**src/rtl/gbu_pkg.sv**
```systemverilog
package gbu_pkg;
  typedef enum logic {MODE_OFF = 1'b0, MODE_RUN = 1'b1} bias_mode_t;
endpackage

```
**src/rtl/gbu_tick.sv**
```systemverilog
module gbu_tick #(
  parameter int CNT_W = 16
) (
  input  logic             clk,
  input  logic             rst,
  input  logic             run,
  input  logic [CNT_W-1:0] limit,
  output logic             tick
);
  logic [CNT_W-1:0] cnt_q;

  always_ff @(posedge clk) begin
    if (rst || !run)        cnt_q <= '0;
    else if (cnt_q == limit) cnt_q <= '0;
    else                    cnt_q <= cnt_q + 1'b1;
  end

  assign tick = run && (cnt_q == limit);
endmodule

```
**src/rtl/gbu_lut.sv**
```systemverilog
module gbu_lut #(
  parameter int ADDR_W = 6,
  parameter int DATA_W = 16
) (
  input  logic              clk,
  input  logic              we,
  input  logic [ADDR_W-1:0] waddr,
  input  logic [DATA_W-1:0] wdata,
  input  logic              re,
  input  logic [ADDR_W-1:0] raddr,
  output logic [DATA_W-1:0] rdata
);
  localparam int DEPTH = 1 << ADDR_W;

  logic [DATA_W-1:0] mem [DEPTH];

  always_ff @(posedge clk) begin
    if (we) mem[waddr] <= wdata;
    if (re) rdata <= mem[raddr];
  end
endmodule

```
**src/rtl/gbu_scale.sv**
```systemverilog
module gbu_scale #(
  parameter int CODE_W  = 16,
  parameter int SLOPE_W = 16,
  parameter int FRAC_W  = 14
) (
  input  logic               clk,
  input  logic               rst,
  input  logic               flush,
  input  logic               in_valid,
  input  logic [CODE_W-1:0]  code_in,
  input  logic [SLOPE_W-1:0] slope,
  output logic               out_valid,
  output logic [CODE_W-1:0]  code_out
);
  localparam int PROD_W = CODE_W + SLOPE_W;
  localparam int SH_W   = PROD_W - FRAC_W;
  localparam logic [PROD_W-1:0] HALF = PROD_W'(1) << (FRAC_W - 1);

  logic [PROD_W-1:0] prod;
  logic [PROD_W-1:0] rnd;
  logic [SH_W-1:0]   shifted;
  logic              over;
  logic [CODE_W-1:0] sat;

  assign prod    = PROD_W'(code_in) * PROD_W'(slope);
  assign rnd     = prod + HALF;
  assign shifted = SH_W'(rnd >> FRAC_W);
  assign over    = |shifted[SH_W-1:CODE_W];
  assign sat     = over ? {CODE_W{1'b1}} : shifted[CODE_W-1:0];

  always_ff @(posedge clk) begin
    if (rst || flush) begin
      out_valid <= 1'b0;
      code_out  <= '0;
    end else begin
      out_valid <= in_valid;
      if (in_valid) code_out <= sat;
    end
  end
endmodule

```
**src/rtl/gate_bias_updater.sv**
```systemverilog
module gate_bias_updater #(
  parameter int TEMP_W   = 12,
  parameter int IDX_W    = 6,
  parameter int CODE_W   = 16,
  parameter int SLOPE_W  = 16,
  parameter int FRAC_W   = 14,
  parameter int COARSE_W = 8,
  parameter int FINE_W   = 10,
  parameter int DIV_W    = 16
) (
  input  logic                clk,
  input  logic                rst,
  input  logic                standby_n,
  input  logic                zero_force,
  input  logic [DIV_W-1:0]    tick_div,
  input  logic [SLOPE_W-1:0]  slope,
  input  logic [TEMP_W-1:0]   temp_code,
  input  logic                lut_we,
  input  logic [IDX_W-1:0]    lut_waddr,
  input  logic [CODE_W-1:0]   lut_wdata,
  output logic [COARSE_W-1:0] coarse,
  output logic [FINE_W-1:0]   fine,
  output logic                dac_upd
);
  import gbu_pkg::*;

  localparam int IDX_LSB = TEMP_W - IDX_W;
  localparam int LOW_W   = CODE_W - COARSE_W;

  bias_mode_t          mode_q;
  logic                standby_q;
  logic                active;
  logic                tick;
  logic                changed;
  logic [TEMP_W-1:0]   prev_temp_q;
  logic                prev_ok_q;
  logic                rd_v_q;
  logic [CODE_W-1:0]   lut_word;
  logic                sc_valid;
  logic [CODE_W-1:0]   corr;
  logic [FINE_W-1:0]   fine_next;
  logic [COARSE_W-1:0] coarse_q;
  logic [FINE_W-1:0]   fine_q;
  logic                upd_q;

  // enable sequencing: only a low-to-high edge on standby_n starts operation
  always_ff @(posedge clk) begin
    if (rst) begin
      standby_q <= 1'b1;
      mode_q    <= MODE_OFF;
    end else begin
      standby_q <= standby_n;
      if (!standby_n)              mode_q <= MODE_OFF;
      else if (!standby_q)         mode_q <= MODE_RUN;
    end
  end

  assign active = (mode_q == MODE_RUN) && standby_n && !zero_force;

  gbu_tick #(.CNT_W(DIV_W)) tick_i (
    .clk   (clk),
    .rst   (rst),
    .run   (active),
    .limit (tick_div),
    .tick  (tick)
  );

  assign changed = tick && (!prev_ok_q || (temp_code != prev_temp_q));

  // previous reading; invalidated whenever the block is not running
  always_ff @(posedge clk) begin
    if (rst || !active) begin
      prev_ok_q   <= 1'b0;
      prev_temp_q <= '0;
    end else if (tick) begin
      prev_ok_q   <= 1'b1;
      prev_temp_q <= temp_code;
    end
  end

  gbu_lut #(.ADDR_W(IDX_W), .DATA_W(CODE_W)) lut_i (
    .clk   (clk),
    .we    (lut_we),
    .waddr (lut_waddr),
    .wdata (lut_wdata),
    .re    (changed),
    .raddr (temp_code[TEMP_W-1:IDX_LSB]),
    .rdata (lut_word)
  );

  always_ff @(posedge clk) begin
    if (rst || !active) rd_v_q <= 1'b0;
    else                rd_v_q <= changed;
  end

  gbu_scale #(.CODE_W(CODE_W), .SLOPE_W(SLOPE_W), .FRAC_W(FRAC_W)) scale_i (
    .clk       (clk),
    .rst       (rst),
    .flush     (!active),
    .in_valid  (rd_v_q),
    .code_in   (lut_word),
    .slope     (slope),
    .out_valid (sc_valid),
    .code_out  (corr)
  );

  // split corrected code into coarse and fine DAC words
  generate
    if (FINE_W > LOW_W) begin : g_pad
      assign fine_next = {corr[LOW_W-1:0], {(FINE_W-LOW_W){1'b0}}};
    end else if (FINE_W == LOW_W) begin : g_exact
      assign fine_next = corr[LOW_W-1:0];
    end else begin : g_trunc
      assign fine_next = corr[LOW_W-1 -: FINE_W];
    end
  endgenerate

  always_ff @(posedge clk) begin
    if (rst || !active) begin
      coarse_q <= '0;
      fine_q   <= '0;
      upd_q    <= 1'b0;
    end else begin
      upd_q <= sc_valid;
      if (sc_valid) begin
        coarse_q <= corr[CODE_W-1:LOW_W];
        fine_q   <= fine_next;
      end
    end
  end

  assign coarse  = zero_force ? '0 : coarse_q;
  assign fine    = zero_force ? '0 : fine_q;
  assign dac_upd = upd_q && !zero_force;
endmodule

```
**config.mk**
```make
export PLATFORM = sky130hd
export DESIGN_NAME = gate_bias_updater
export DESIGN_NICKNAME = d
export VERILOG_FILES = /design/src/rtl/gbu_pkg.sv /design/src/rtl/gbu_tick.sv /design/src/rtl/gbu_lut.sv /design/src/rtl/gbu_scale.sv /design/src/rtl/gate_bias_updater.sv
export SDC_FILE = /design/constraint.sdc
export NUM_CORES = 2
export LEC_CHECK = 0
export ABC_AREA = 1
export BUFFER_PORTS_ARGS = -buffer_cell sky130_fd_sc_hd__buf_2
export CORE_MARGIN = 3
export CORE_UTILIZATION = 50
export DETAILED_ROUTE_END_ITERATION = 16
export PLACE_DENSITY = 0.73
export SETUP_SLACK_MARGIN = 0.02
export SYNTH_ARGS = -nofsm -noshare
export SYNTH_HDL_FRONTEND = slang
export SYNTH_HIERARCHICAL = 1
export SYNTH_SLANG_ARGS = --single-unit
```
**constraint.sdc**
```tcl
create_clock -name clk -period 9.41 [get_ports clk]
set_clock_uncertainty 0.2 [all_clocks]
set_input_delay 0.4705 -clock clk [delete_from_list [all_inputs] [get_ports clk]]
set_output_delay 0.4705 -clock clk [all_outputs]
set_load 0.02 [all_outputs]
```
---- Yosys cells after proc, flatten, opt, wreduce, memory -nomap -nowiden ----
Memories as Yosys holds them, arrays and structs flattened. A register that Yosys moved wholly into a read port is not among the register bits.
Cells that the tools add are included.
word-level totals
  output and inout bits ................... 19
  memories ................................ 1
  memory bits (writable) .................. 1024
  word-level logic and storage cells ...... 36
  input port bits ......................... 71
  register bits ........................... 66
operators by class
  multiplexer cells ....................... 5
  equal/unequal tests ..................... 2
  $add $sub $neg .......................... 2
  multiply operators ...................... 1
  bitwise gates (word level) .............. 1
  reduce and logical (&&, ||, !) cells .... 13
memories
  memory     words  width  rd ports  clocked after Yosys merged registers in  write ports  RTL line       RTL
  lut_i.mem  64     16     1         1                                        1            gbu_lut.sv:15  logic [DATA_W-1:0] mem [DEPTH];
operators by type and width
  cell                    count
  $add 32x14->32 const B  1
  $mul 16x16->32          1
  $add 16x1->16 const B   1
  $eq 16x16->1            1
  $mux 16                 1
  $ne 12x12->1            1
  $mux 10                 1
  $mux 8                  1
  $reduce_or 2->1         3
  $logic_and 1x1->1       5
  $logic_not 1->1         3
  $logic_or 1x1->1        2
  $mux 1                  2
  $not 1->1               1

---- Depth between registers and ports, before layout ----
  depth in word-level cells ............... 5
  mapped depth ............................ 29
  depth with buffers taken out ............ 27

---- Modules after synthesis ----
Netlist, hierarchy kept.
by module, submodules not included
  module             area an instance (um^2)  seq. area each (um^2)  cells an instance  instances
  gbu_lut            42259.3                  31230.0                3517               1
  gbu_scale          9836.9                   340.3                  1339               1
  gate_bias_updater  1570.3                   660.6                  244                1
  gbu_tick           1102.3                   320.3                  187                1

---- Worst setup path after synthesis ----
No wires, ideal clock.
  path kind ............................... in2reg
  start ................................... input slope[7]
  end ..................................... register scale_i.code_out[4]
  arrival time ............................ 5642 ps
  required time ........................... 9091 ps
  buffers on the path ..................... 3
  stages on the path ...................... 26
  slack ................................... 3449 ps
  library setup time ...................... 119 ps
  cell sequence ........................... clkbuf_1 -> clkbuf_1 -> nand2_1 -> fa_1 -> inv_1 -> fa_1 -> inv_1 -> fa_1 -> inv_1 -> fa_1 -> fa_1 -> inv_1 -> fa_1 -> inv_1 -> ha_1 -> a21oi_1 -> o21ai_0 -> a21oi_1 -> nand2_2 -> nand2_2 -> nand2_1 -> nand2_2 -> nand4_4 -> buf_12 -> nor2_4 -> nor2_2
on the way
  cells in the longest elaborated chain, start to end .. 4
RTL lines
  element                 RTL line                 RTL
  start: declaration      gate_bias_updater.sv:16  input logic [SLOPE_W-1:0] slope,
  $mul 16x16->32 *        gbu_scale.sv:25          assign prod = PROD_W'(code_in) * PROD_W'(slope);
  $add 32x14->32 *        gbu_scale.sv:26          assign rnd = prod + HALF;
  $reduce_or 2->1         gbu_scale.sv:28          assign over = |shifted[SH_W-1:CODE_W];
  $mux 16 *               gbu_scale.sv:29          assign sat = over ? {CODE_W{1'b1}} : shifted[CODE_W-1:0];
  end signal: assignment  gbu_scale.sv:37          if (in_valid) code_out <= sat;
  end: declaration        gbu_scale.sv:13          output logic [CODE_W-1:0] code_out
Every way passes the cells marked *; elsewhere a longest branch is shown, timed or not.
A chain may end at the register's enable or synchronous reset.

---- Worst setup path after layout ----
  start ................................... register lut_i.rdata[5] (read register of lut_i.mem)
  end ..................................... register scale_i.code_out[10]
on the way
  cells in the longest elaborated chain, start to end .. 4
RTL lines
  element             RTL line         RTL
  start: declaration  gbu_lut.sv:11    output logic [DATA_W-1:0] rdata
  $mul 16x16->32 *    gbu_scale.sv:25
  $add 32x14->32 *    gbu_scale.sv:26
  $reduce_or 2->1     gbu_scale.sv:28
  $mux 16 *           gbu_scale.sv:29
Marks and branches as above.

==> results.yml <==
synth:
  synth.area.top_cells: "edfxtp_1 57%, nand2_1 12%, nand3_1 8.2%"
  yosysWarnings: 6
  synth_ff_type: "edfxtp_1"
  synth_top_cells_by_count: "1,757 x nand2_1, 1,040 x edfxtp_1, 895 x nand3_1"
  synth_edf_count: 1040
  synth_cell_types: 43
  synth_area_per_cell_um2: 10.4
  synth_seq_cells: 1106
  yosysMostFrequentCell: "nand2_1"
  syn_inst: 5287
  synth_top_cell_area_share: 0.570
  yosys.area.top_type: "edfxtp_1"
  synthesis.area_mm2: 0.0548
  seq_area_frac_synth: 0.594
  synth-async-reset-ratio: 0
power_and_ir_drop:
  pwr-share-seq: 0.438
  power.density_mw_per_mm2: 208
  p_leak_nw: 24.2
  clockPowerShare: 0.335
  combPwrFrac: 0.226
  peakVddDrop_v: 0.000245
  switching_power_mw: 3.75
  internal_power_mw: 8.61
  swShare: 0.303
critical_path:
  critPathLaunch: "lut_i/rdata[5]"
  crit_cells: 23
  slowest_stage: "edfxtp_1"
  crit_buf_inv: 5
  required_ps: 9760
  cp_slowest_stage_delay_ps: 860
  critPathKind: "flop to flop"
  endpoint: "scale_i/code_out[10]"
  crit_fanout: 16
  startpoint_type: "flop"
  reg2reg_setup_slack_ps: 3030
  r2r_start: "lut_i/rdata[5]"
  worstRegToRegCells: 23
  rr_endpoint: "scale_i/code_out[10]"
  path_cells: "nand2_1, fa_1, inv_1, fa_1, inv_1, fa_1, inv_1, fa_1, fa_1, inv_1, fa_1, inv_1, ha_1, a21oi_1, o21ai_0, a21oi_1, nand2_2, nand2_2, nand2_1, nand2_2, nand4_4, nor2_1, nor2_1"
  critPathMostFrequentCell: "fa_1"
  critPathTopFamily: "adder cells"
  end_kind: "flop"
  cp_data_arrival_time_ps: 6730
detailed_routing:
  drtIter0Drc: 4313
  num_vias: 37700
  drt-pass1-iter-count: 7
  post_drt_wl_per_cell_um: 20.0
  antenna_left: 0
  vias_per_cell: 5.55
  wl_um: 136000
  drcViolationCount: 0
placed_design:
  dpl_cell_area_mm2: 0.0560
  dp_cells: 6572
  portBuffers: 87
  routabilityCongestion: 0.895
  place_ws_ps: 3070
  place_hpwl_um: 78700
job:
  drv_cap: 0
timing:
  slew_viol_final: 0
  min_period_over_period: 0.678
  tns_ps: 0
  rsz0062_at_grt: "false"
  timing.final.ws_setup_ps: 3030
  period_needed_ps: 6380
  hold_violations: 0
  timing.final.setup_violations: 0
  maxSlewHeadroom: 0.266
  max_freq_mhz: 157
  tightest_slew_ps: 1100
clock_tree:
  cts_buffer_depth: 3
  cts_hold_buf: 9
  root_buffer: "clkbuf_16"
  cts_tree: "built"
  path_clk_slew_ps: 60
  post_cts_buffers: 0
  clock_latency_ps: 710
  cts.sinks: 1106
  h-tree-depth: 3
  cts_buffers: 112
  ctsResizeCount: 0
floorplanning:
  die_area_mm2: 0.114
  core_area_mm2: 0.108
  dieHeight_um: 337
  start_util: 0.507
  die_w_um: 337
  row_count: 120
  ios: 90
grt:
  grt_pass1_vias: 36500
  grt_max_degree: 236
  antenna_found_initial: 13
  grt_usage: 0.238
  grt_overflow_total: 0
  grt_first_pass_wirelength_um: 208000
cells_and_area:
  multiInputGateArea_mm2: 0.0186
  final_nets: 5669
  area_delta_synth_final_pct: 8.79
  fillCellCount: 8958
  final_cells: 6796
  drive_above_1_share: 0.0748
  seqCellArea_mm2: 0.0326
  final_cell_area_mm2: 0.0596
run_status:
  status: "finished, final reports clean"
hold_path:
  hold_path_class: "input pin to flop"
kinds of logic (layout without fill, tap and decap cells):
kind of cell | count (synthesis) | in the layout | share of synthesized area
AOI/OAI and AO/OA | 104 | 104 | 0.0102
xor gates and xnor gates | 28 | 28 | 0.00448
adders and majority gates | 306 | 306 | 0.0965
buffers and inverters | 796 | 893 | 0.0669
DFF | 1106 | 1106 | 0.594
other | 1 | 10 | 0.0000685
and+or+nand+nor | 2946 | 2946 | 0.228
how the worst min path moves through the flow:
stage | end | startpoint | slack [ps] | depth (start not counted)
floorplan | mode_q | standby_q | 190 | 1
global placement | mode_q | standby_q | 200 | 1
detailed placement | mode_q | standby_q | 220 | 1
CTS | prev_temp_q[11] | temp_code[11] | 110 | 3
global route | prev_temp_q[8] | temp_code[8] | 140 | 3
finish | prev_temp_q[7] | temp_code[7] | 140 | 3
placed cells by master, fill, tap and decap left out, types with 11 or more instances in the layout:
| cell type | instances |
|---|---|
| a21oi_1 | 61 |
| nand2_1 | 1757 |
| clkinv_1 | 28 |
| nand3_1 | 895 |
| inv_1 | 486 |
| clkbuf_1 | 28 |
| buf_4 | 96 |
| edfxtp_1 | 1040 |
| nor2_1 | 210 |
| ha_1 | 112 |
| clkinv_2 | 21 |
| dfxtp_1 | 66 |
| fa_1 | 194 |
| nor3_1 | 12 |
| nor2_4 | 11 |
| nor2_2 | 26 |
| clkbuf_16 | 113 |
| xor2_1 | 20 |
| buf_2 | 84 |
| o21ai_0 | 28 |
flip-flops by register name, indices dropped and copies added, names as in the netlist:
register / count
tick_i/cnt_q: 16
coarse_q: 8
upd_q: 1
standby_q: 1
prev_temp_q: 12
mode_q: 1
fine_q: 8
lut_i/rdata: 16
prev_ok_q: 1
scale_i/code_out: 16
rd_v_q: 1
scale_i/out_valid: 1
lut_i/mem: 1024
worst reg2reg max path: stages, from the launching register on:
cell and delay, ps:
edfxtp_1 860, nand2_1 160, fa_1 520, inv_1 70
fa_1 510, inv_1 60, fa_1 520, inv_1 50
fa_1 460, fa_1 490, inv_1 50, fa_1 470
inv_1 40, ha_1 320, a21oi_1 200, o21ai_0 140
a21oi_1 170, nand2_2 100, nand2_2 80, nand2_1 60
nand2_2 90, nand4_4 360, nor2_1 240, nor2_1 60
cell type report:
type	instances	share of cell area
Inverter	492	0.0314
Antenna cell	8	0.000336
Clock inverter	62	0.00773
Timing Repair Buffer	194	0.0222
Tap cell	1403	0.0295
Multi-Input combinational cell	3386	0.312
Sequential cell	1106	0.546
Clock buffer	145	0.0501
routing by layer:
layer / share of wire / global-route usage / wire, um
met1: 0.39 / 0.316 / 53100
met2: 0.48 / 0.387 / 64500
met3: 0.090 / 0.0441 / 12300
met4: 0.041 / 0.103 / 5610
met5: 0.00069 / 0 / 93
stage by stage:
step / utilization / hold slack, ps / power [mW]
2_1_floorplan: - / 189 / 7.51
3_3_place_gp: 0.519 / 200 / 8.28
3_5_place_dp: 0.519 / 217 / 8.29
4_1_cts: 0.552 / 112 / 12.4
5_1_grt: 0.552 / 139 / 13.0
6_report: 0.552 / 135 / 12.4
power by group through the flow:
stage          clock, mW  sequential, mW  combinational, mW
2_1_floorplan          0            5.52               1.99
3_3_place_gp           0            5.52               2.76
3_5_place_dp           0            5.52               2.77
4_1_cts             4.21            5.42               2.79
5_1_grt             4.41            5.42               3.15
6_report            4.15            5.42               2.80
(Power assumes the default switching activity.)
